[src/rtl/dma_ack_watchdog.sv]
module dma_ack_watchdog #(
  parameter int PRESCALE   = 4,
  parameter int DUMMY_CLKS = 3
) (
  input  logic       clk,
  input  logic       rst_n,
  input  logic       cfg_we,
  input  logic       cfg_addr,
  input  logic [7:0] cfg_wdata,
  input  logic       card_inpack_n,
  input  logic       card_wpio_n,
  input  logic       card_bvd_n,
  input  logic       host_dack_n,
  input  logic       host_ior_n,
  input  logic       host_iow_n,
  input  logic       host_tc,
  output logic       host_drq,
  output logic       host_wait,
  output logic       card_dack,
  output logic       card_tc,
  output logic       card_rd_n,
  output logic       card_wr_n,
  output logic       dummy_done
);
  localparam int PW = (PRESCALE > 1) ? $clog2(PRESCALE) : 1;
  localparam int DW = (DUMMY_CLKS > 1) ? $clog2(DUMMY_CLKS) : 1;

  logic [1:0]    mode;
  logic [7:0]    limit;
  logic [PW-1:0] pre;
  logic [7:0]    ticks;
  logic          seen, fired;
  logic          dummy_active;
  logic [DW-1:0] dcnt;
  logic          tc_lat;

  wire dma_on    = mode != 2'b00;
  wire ack_act   = dma_on & ~host_dack_n;
  wire strobe    = ~host_ior_n | ~host_iow_n;
  wire timing    = ack_act & ~strobe & ~seen & ~fired & (limit != 8'd0);
  wire pre_wrap  = pre == PW'(PRESCALE - 1);
  wire start     = timing & pre_wrap & (ticks == limit);

  logic sel_req_n;
  always_comb begin
    case (mode)
      2'b01:   sel_req_n = card_inpack_n;
      2'b10:   sel_req_n = card_wpio_n;
      2'b11:   sel_req_n = card_bvd_n;
      default: sel_req_n = 1'b1;
    endcase
  end

  assign host_drq  = dma_on & ~sel_req_n;
  assign card_dack = dummy_active | ack_act;
  assign card_tc   = dummy_active ? tc_lat : (ack_act & host_tc);
  assign card_rd_n = ~(dummy_active | ~host_ior_n);
  assign card_wr_n = host_iow_n | dummy_active;
  assign host_wait = dummy_active & strobe;

  always_ff @(posedge clk or negedge rst_n) begin
    if (!rst_n) begin
      mode  <= 2'b00;
      limit <= 8'd0;
    end else if (cfg_we) begin
      if (cfg_addr) limit <= cfg_wdata;
      else          mode  <= cfg_wdata[7:6];
    end
  end

  always_ff @(posedge clk or negedge rst_n) begin
    if (!rst_n) begin
      pre   <= '0;
      ticks <= '0;
      seen  <= 1'b0;
      fired <= 1'b0;
    end else if (!ack_act) begin
      pre   <= '0;
      ticks <= '0;
      seen  <= 1'b0;
      fired <= 1'b0;
    end else if (strobe) begin
      seen <= 1'b1;
    end else if (timing) begin
      if (pre_wrap) begin
        pre   <= '0;
        ticks <= ticks + 8'd1;
        if (start) fired <= 1'b1;
      end else begin
        pre <= pre + PW'(1);
      end
    end
  end

  always_ff @(posedge clk or negedge rst_n) begin
    if (!rst_n) begin
      dummy_active <= 1'b0;
      dcnt         <= '0;
      tc_lat       <= 1'b0;
      dummy_done   <= 1'b0;
    end else begin
      dummy_done <= 1'b0;
      if (start && !dummy_active) begin
        dummy_active <= 1'b1;
        dcnt         <= '0;
        tc_lat       <= host_tc;
      end else if (dummy_active) begin
        if (dcnt == DW'(DUMMY_CLKS - 1)) begin
          dummy_active <= 1'b0;
          dummy_done   <= 1'b1;
        end else begin
          dcnt <= dcnt + DW'(1);
        end
      end
    end
  end
endmodule


[config.mk]
export PLATFORM = sky130hd
export DESIGN_NAME = dma_ack_watchdog
export DESIGN_NICKNAME = d
export VERILOG_FILES = /design/src/rtl/dma_ack_watchdog.sv
export SDC_FILE = /design/constraint.sdc
export NUM_CORES = 1
export LEC_CHECK = 0
export BUFFER_PORTS_ARGS = -buffer_cell sky130_fd_sc_hd__buf_2
export CORE_MARGIN = 10
export CORE_UTILIZATION = 50
export DETAILED_ROUTE_END_ITERATION = 8
export GPL_ROUTABILITY_DRIVEN = 0
export GPL_TIMING_DRIVEN = 0
export PLACE_DENSITY = 0.79
export SLEW_MARGIN = 40
export SYNTH_ARGS = -nofsm -noshare
export SYNTH_HDL_FRONTEND = slang
export SYNTH_SLANG_ARGS = --single-unit
[constraint.sdc]
create_clock -name clk -period 1.9 [get_ports clk]
set_input_delay 0.285 -clock clk [delete_from_list [all_inputs] [get_ports clk]]
set_output_delay 0.285 -clock clk [all_outputs]
set_load 0.02 [all_outputs]
Word-level counts from Yosys, hierarchy flattened
Cells that the tools add are included.
- add/subtract/negate cells: 3
- equal/unequal tests: 12
- multiplexer cells: 26
- bitwise operators: 23
- reductions and logical operators: 11
- operators by type and width (cell ; count):
    2-to-1 mux 8 bit ; 4
    2-to-1 mux 1 bit ; 14
    2-to-1 mux 2 bit ; 7
    bitwise AND 1 bit ; 10
    NOT 1 bit ; 9
    adder 8 x 1 -> 8 bit (second input constant) ; 1
    equality test 2 bit (second input constant) ; 4
    equality test 8 bit ; 1
    inequality test 2 x 1 -> 1 bit (second input constant) ; 4
    AND reduction 2 bit ; 4
    nonzero test 8 bit ; 1
    adder 2 x 1 -> 2 bit (second input constant) ; 2
    inequality test 2 bit (second input constant) ; 2
    OR 1 bit ; 4
    AND reduction 4 bit ; 1
    nonzero test 2 bit ; 2
    one-hot mux 1 bit (3 select lines) ; 1
    AND reduction 3 bit ; 1
    equality test 2 x 1 -> 1 bit (second input constant) ; 1
    logical AND 1 bit ; 1
    logical NOT 1 bit ; 1
- flip-flop bits (word level): 27
- bits of input ports: 19
- output and inout bits: 7
- word-level logic and storage cells: 85

Depth between registers and ports, before layout
Gate-level depths: netlist of run 1.
- depth in word-level cells: 14
- gate-level depth with buffers: 6
- depth with buffers taken out: 6

Worst setup path after synthesis of run 1
No wires, ideal clock.
- path type: reg2reg
- start point: reg limit[4]
- end point: reg tc_lat
- library setup time: 0.125 ns
- data arrival time: 1.586 ns
- data required time: 1.775 ns
- setup slack: 0.189 ns
- stages on the path, launching flop included: 6
- buffers on the path: 0
- clock period less this slack: 1.711 ns
- path through: dfrtp_1 or4_4 o211ai_2 nand4b_2 nor2_2 mux2_4
- word-level cells in the longest chain between the ends: 5
- elaborated cells on any way between the ends: 6
- those cells by class: eq/ne: 1; bitwise: 3; reduce/logical: 2
- RTL lines (what ; line ; source):
    start, declared ; 29 ; logic [7:0] limit;
    start signal, assigned ; 66 ; if (cfg_addr) limit <= cfg_wdata;
    nonzero test 8 bit ; 40 ; wire timing = ack_act & ~strobe & ~seen & ~fired & (limit != 8'd0);
    bitwise AND 1 bit ; 40 ;
    bitwise AND 1 bit ; 42 ; wire start = timing & pre_wrap & (ticks == limit);
    bitwise AND 1 bit (*) ; 42 ;
    logical AND 1 bit (*) ; 103 ; if (start && !dummy_active) begin
    end signal, assigned ; 106 ; tc_lat <= host_tc;
    end, declared ; 35 ; logic tc_lat;
Mark *: on every way between the ends. The rest lies on a longest branch, timed or not.
A chain may end at the register's enable or synchronous reset.

Worst setup path in the final report of run 1
Same ends and word-level chain as after synthesis.

==> results of run 1 <==
state kept, by name (all words and copies together) (netlist names):
signal,cells
seen,1
fired,1
ticks,8
dummy_active,1
dcnt,2
pre,2
limit,8
tc_lat,1
dummy_done,1
mode,2
repair_timing:
item,4_1_cts,5_1_grt
gates cloned,0,0
hold endpoints to repair,27,0
resized for setup,2,3
endpoints found under the setup margin,1,2
pin swaps,0,1
hold buffers,1,0
per-layer routing:
metal  track usage (%)  wire length (um)  vias up
met5                 0                 0        -
met1             11.26              1115      487
li1                  -                 -      494
met4             4.086                52        0
met3             2.857               154        5
met2             18.95              1417       24
power by group through the flow:
stage | logic, W | registers, W | clock network, W
after floorplan | 0.000114 | 0.000646 | 0
after global placement | 0.000164 | 0.000653 | 0
after detailed placement | 0.000174 | 0.000655 | 0
after CTS | 0.000177 | 0.000645 | 0.000249
after global routing | 0.000199 | 0.000651 | 0.000274
final | 0.000178 | 0.000647 | 0.000239
final cells by class:
class	count	area, sq um	area share (%)
clock buffers	4	26.28	1.663
repair buffers	26	135.1	8.551
plain buffers	1	7.507	0.4751
inverters	6	22.52	1.425
multi-input cells	91	675.6	42.76
flip-flops and latches	27	675.6	42.76
well taps	30	37.54	2.375
cell families (layout without fill, tap and decap cells):
kind of cell,after synthesis,in the layout,synth area share [%]
AOI/OAI and AO/OA,20,20,10.35
muxes,14,14,11.54
adders and majority gates,3,3,2.748
and+or+nand+nor,41,41,15.66
buffers and inverters,7,37,1.923
DFF,27,27,49.45
xor gates and xnor gates,13,13,8.333
per-stage QoR:
| stage | cells | hold slack, ns |
|---|---|---|
| floorplan | 125 | -0.01059 |
| global placement | 180 | 0.3157 |
| detailed placement | 180 | 0.3148 |
| CTS | 185 | 0.1798 |
| global route | 185 | 0.1693 |
| finish | 185 | 0.1885 |
cell usage in the layout, fill, tap and decap left out, drive strengths merged, types with 2 or more instances in the layout:
cell type / n
nor3: 2
mux2i: 3
nor2b: 2
nor2: 12
xor2: 8
o211a: 2
o21ai: 5
nand2: 14
dfrtp: 27
buf: 25
inv: 6
ha: 3
nand3: 2
mux2: 11
clkbuf: 5
a21oi: 7
o211ai: 2
or4: 2
xnor2: 5
worst max path at each step:
stage	start	end	depth (start not counted)
final	limit[4]	tc_lat	5
after global routing	limit[4]	tc_lat	5
after CTS	mode[1]	card_dack	4
after detailed placement	host_dack_n	tc_lat	6
after global placement	host_dack_n	tc_lat	6
after floorplan	limit[4]	tc_lat	5
critical path, delay by kind of cell (launching register included):
family	cells	cell delay, ns
DFF	1	0.43
muxes	1	0.30
and+or+nand+nor	3	0.84
AOI/OAI and AO/OA	1	0.18
cell usage after synthesis, drive strengths merged:
cell type / number / area share, %
dfrtp: 27 / 49
nand2: 14 / 3.8
nor2: 12 / 3.5
mux2: 11 / 9.3
xor2: 8 / 5.1
a21oi: 7 / 2.6
inv: 6 / 1.6
o21ai: 5 / 1.8
xnor2: 5 / 3.2
ha: 3 / 2.7
mux2i: 3 / 2.2
nand3: 2 / 0.73
nor2b: 2 / 0.92
nor3: 2 / 0.73
o211a: 2 / 1.5
o211ai: 2 / 1.8
or4: 2 / 1.6
a2111oi: 1 / 1.1
a31oi: 1 / 0.46
and4bb: 1 / 0.92
clkbuf: 1 / 0.27
nand2b: 1 / 0.46
nand4: 1 / 0.46
nand4b: 1 / 1.1
nor4: 1 / 0.46
o21a: 1 / 0.55
o21bai: 1 / 0.55
or2: 1 / 0.46
or3: 1 / 0.46
==> flow_summary.yaml, run 1 <==
outcome:
  status: "complete, no violations"
clock_network:
  h-tree-depth: 1
  clk_pin_slew_worst_paths_ns: 0.13
  clk_path_buf_depth: 2
  cts_buffers: 3
  clk_latency_ns: 0.32
  cts_sinks: 27
  clockRootBuffer: "clkbuf_4"
  cts_tree: "yes"
  cts_setup_buffers: 0
critical_path:
  reg2regPathDepth: 5
  crit_type: "flip-flop to flip-flop"
  slowest_stage: "or4_4"
  r2r_start: "limit[4]"
  startpoint_type: "flip-flop"
  arrival_ns: 2.07
  slowest_delay_ns: 0.59
  critical_path_required_ns: 2.12
  ff2ff_setup_slack_ns: 0.05
  end_kind: "flip-flop"
  crit_path_cell_trace: "or4_4, o211ai_2, nand4b_2, nor2_2, mux2_4"
  critPathMaxFanout: 4
  r2r-end: "tc_lat"
global_routing:
  antenna_found_initial: 0
  grt_overflow: 0
  grt_first_pass_wirelength_mm: 4.581
  grt_pass1_vias: 1129
  track_usage_pct: 10.50
  grt_max_degree: 28
worst_hold_path:
  hold_path_depth: 2
  hp-class: "input port to flip-flop"
  min_to: "limit[1]"
  worstHoldStart: "cfg_wdata[1]"
power:
  power_density_nw_per_um2: 673.3
  p_int_w: 0.0007804
  seq_power_share_pct: 60.8
  finalPower_w: 0.001064
  peakVddDrop_mv: 0.5686
  power.share.switching_pct: 26.65
  combPwrFrac_pct: 16.7
  clkPwrFrac_pct: 22.5
  p_switching_w: 0.0002836
  leakage_nw: 0.7762
synth:
  ys_seq_area_share_pct: 49.45
  yosys_warnings: 0
  synth_nets: 147
  netlist_instances: 125
  synth-seq-cells: 27
  synth_area_sq_um: 1366
  avgSynthCellArea_sq_um: 10.93
  synth_cell_types: 32
die:
  ios: 26
  rows: 18
  initial_utilization_pct: 53.69
  die_width_um: 72.28
  die_y_um: 72.28
  core_sq_um: 2545
  design.die.area_sq_um: 5224
drt:
  route.detailed.drc: 0
  drt_iter0_markers: 23
  vias: 1010
  drt_wl_total_mm: 2.740
  viasPerCell: 5.459
  ant_nets: 0
  wl_per_cell_um: 14.81
  drt_first_pass_iters: 4
cells_and_area:
  antennaDiodeCount: 0
  nets: 178
  drive_above_1_share_pct: 32.26
  final_cell_area_sq_um: 1580
  area_delta_synth_final_pct: 15.66
  fin_util_pct: 62.09
  nFillCells: 220
place:
  place_area_sq_um: 1529
  place_ws_ns: -0.05034
  port_buffers: 25
  dp_hpwl_mm: 2.185
timing:
  relSlewSlack_pct: 60.10
  period_minus_slack_ns: 1.847
  post-route-period-util_pct: 97.23
  hold_viol: 0
  final.setup_skew_ns: 0.005816
  setup_viol: 0
  fin_setup_tns_ns: 0
  maxSlewViolCount: 0
  setup_slack_ns: 0.05270
  worst_pin_slew_ns: 0.5985
  rsz0062_at_grt: "no"
  max_freq_ghz: 0.5413
job:
  drv_cap: 0
(Power assumes the default switching activity.)
==> inputs of run 2 (changes only) <==
Settings changed: CORE_ASPECT_RATIO set to 1.1, SKIP_CTS_REPAIR_TIMING set to 1.
==> flow_summary.yaml, run 2 (same netlist as run 1, synthesis figures left out) <==
clock_network:
  clk_pin_slew_worst_paths_ns: 0.14
  h-tree-depth: 1
  cts_buffers: 3
  clockRootBuffer: "clkbuf_4"
  cts_sinks: 27
  clk_path_buf_depth: 2
  cts_tree: "yes"
  clk_latency_ns: 0.32
power:
  power_density_nw_per_um2: 671.8
  leakage_nw: 0.7976
  peakVddDrop_mv: 0.5415
global_routing:
  grt_overflow: 0
  antenna_found_initial: 0
  track_usage_pct: 10.80
  grt_first_pass_wirelength_mm: 4.761
  grt_max_degree: 28
  grt_pass1_vias: 1119
critical_path:
  crit_type: "flip-flop to flip-flop"
  end_kind: "flip-flop"
  arrival_ns: 2.05
  ff2ff_setup_slack_ns: 0.08
  critPathMaxFanout: 4
  critical_path_required_ns: 2.13
  startpoint_type: "flip-flop"
timing:
  hold_ws_ns: 0.1786
  max_freq_ghz: 0.5493
  maxSlewViolCount: 0
  relSlewSlack_pct: 61.06
  worst_pin_slew_ns: 0.5841
  hold_viol: 0
  setup_viol: 0
  period_minus_slack_ns: 1.821
  post-route-period-util_pct: 95.82
  final.setup_skew_ns: 0.001666
cells_and_area:
  seqCellArea_sq_um: 675.6
  area_delta_synth_final_pct: 17.22
  layout_common_cells: "dfrtp_1 (27), buf_2 (26), nand2_1 (14)"
  top_regs: "limit: 8 flops, ticks: 8 flops"
  nets: 179
  nFillCells: 209
  drive_above_1_share_pct: 33.97
  fin_cells: 187
  multi_input_area_sq_um: 689.4
  layout_commonest_cell: "dfrtp_1"
  fin_util_pct: 62.38
  antennaDiodeCount: 0
place:
  dp_hpwl_mm: 2.135
  dp.cells: 181
  port_buffers: 25
drt:
  wl_per_cell_um: 14.77
  drt_wl_total_mm: 2.762
  drt_first_pass_iters: 4
  drt_iter0_markers: 27
  vias: 1029
  viasPerCell: 5.503
  ant_nets: 0
  route.detailed.drc: 0
job:
  drv_cap: 0
die:
  rows: 19
  design.die.area_sq_um: 5226
  die_width_um: 69.84
  core_sq_um: 2567
  die_y_um: 74.83
  ios: 26
  initial_utilization_pct: 53.22
outcome:
  status: "complete, no violations"
worst_hold_path:
  hp-class: "input port to flip-flop"
## run 2: layout make-up
type	instances	share of cell area [%]
Multi-Input combinational cell	91	43.05
Sequential cell	27	42.19
Timing Repair Buffer	27	8.906
Tap cell	31	2.422
Clock buffer	3	1.406
Inverter	6	1.406
Clock inverter	1	0.3125
Buffer	1	0.3125
## run 2: through the flow
| step | cell area (sq um) | worst slack, ns | power (W) | setup TNS (ns) |
|---|---|---|---|---|
| floorplan | 1366 | 0.1888 | 0.0007599 | 0 |
| global placement | 1530 | 0.01496 | 0.0008174 | 0 |
| detailed placement | 1530 | -0.0002270 | 0.0008283 | -0.0002270 |
| CTS | 1558 | -0.2989 | 0.001067 | -0.2989 |
| global route | 1602 | -0.004102 | 0.001130 | -0.004102 |
| finish | 1602 | 0.07936 | 0.001076 | 0 |
## run 2: path summary, 6_finish.rpt
kind / end / start / cells after the start
max reg2reg: tc_lat / limit[4] / 5
min reg2reg: dcnt[0] / dcnt[0] / 1
max in group asynchronous: ticks[7] / rst_n / 2
max: tc_lat / limit[4] / 5
min: limit[2] / cfg_wdata[2] / 2
min in group asynchronous: pre[1] / rst_n / 2
## run 2: routing by layer
| layer | up-vias | share of wire [%] | track usage [%] |
|---|---|---|---|
| met5 | - | 0 | 0 |
| met4 | 0 | 1.6 | 5.263 |
| met3 | 5 | 8.2 | 3.811 |
| met2 | 27 | 49 | 18.93 |
| met1 | 496 | 42 | 11.52 |
| li1 | 501 | - | - |
## run 2: worst max-delay path, cell delays in order, from the launching register on
cell	delay (ns)
dfrtp_1	0.42
or4_4	0.58
o211ai_2	0.18
nand4b_4	0.19
nor2_2	0.05
mux2_4	0.30
## run 2: where the power goes
part | switching (W) | leakage [nW] | internal, W | total (W)
clock | 0.000164 | 0.0177 | 0.0000791 | 0.000243
sequential | 0.0000361 | 0.348 | 0.000610 | 0.000646
combinational | 0.0000950 | 0.432 | 0.0000918 | 0.000187
total | 0.000295 | 0.798 | 0.000781 | 0.00108
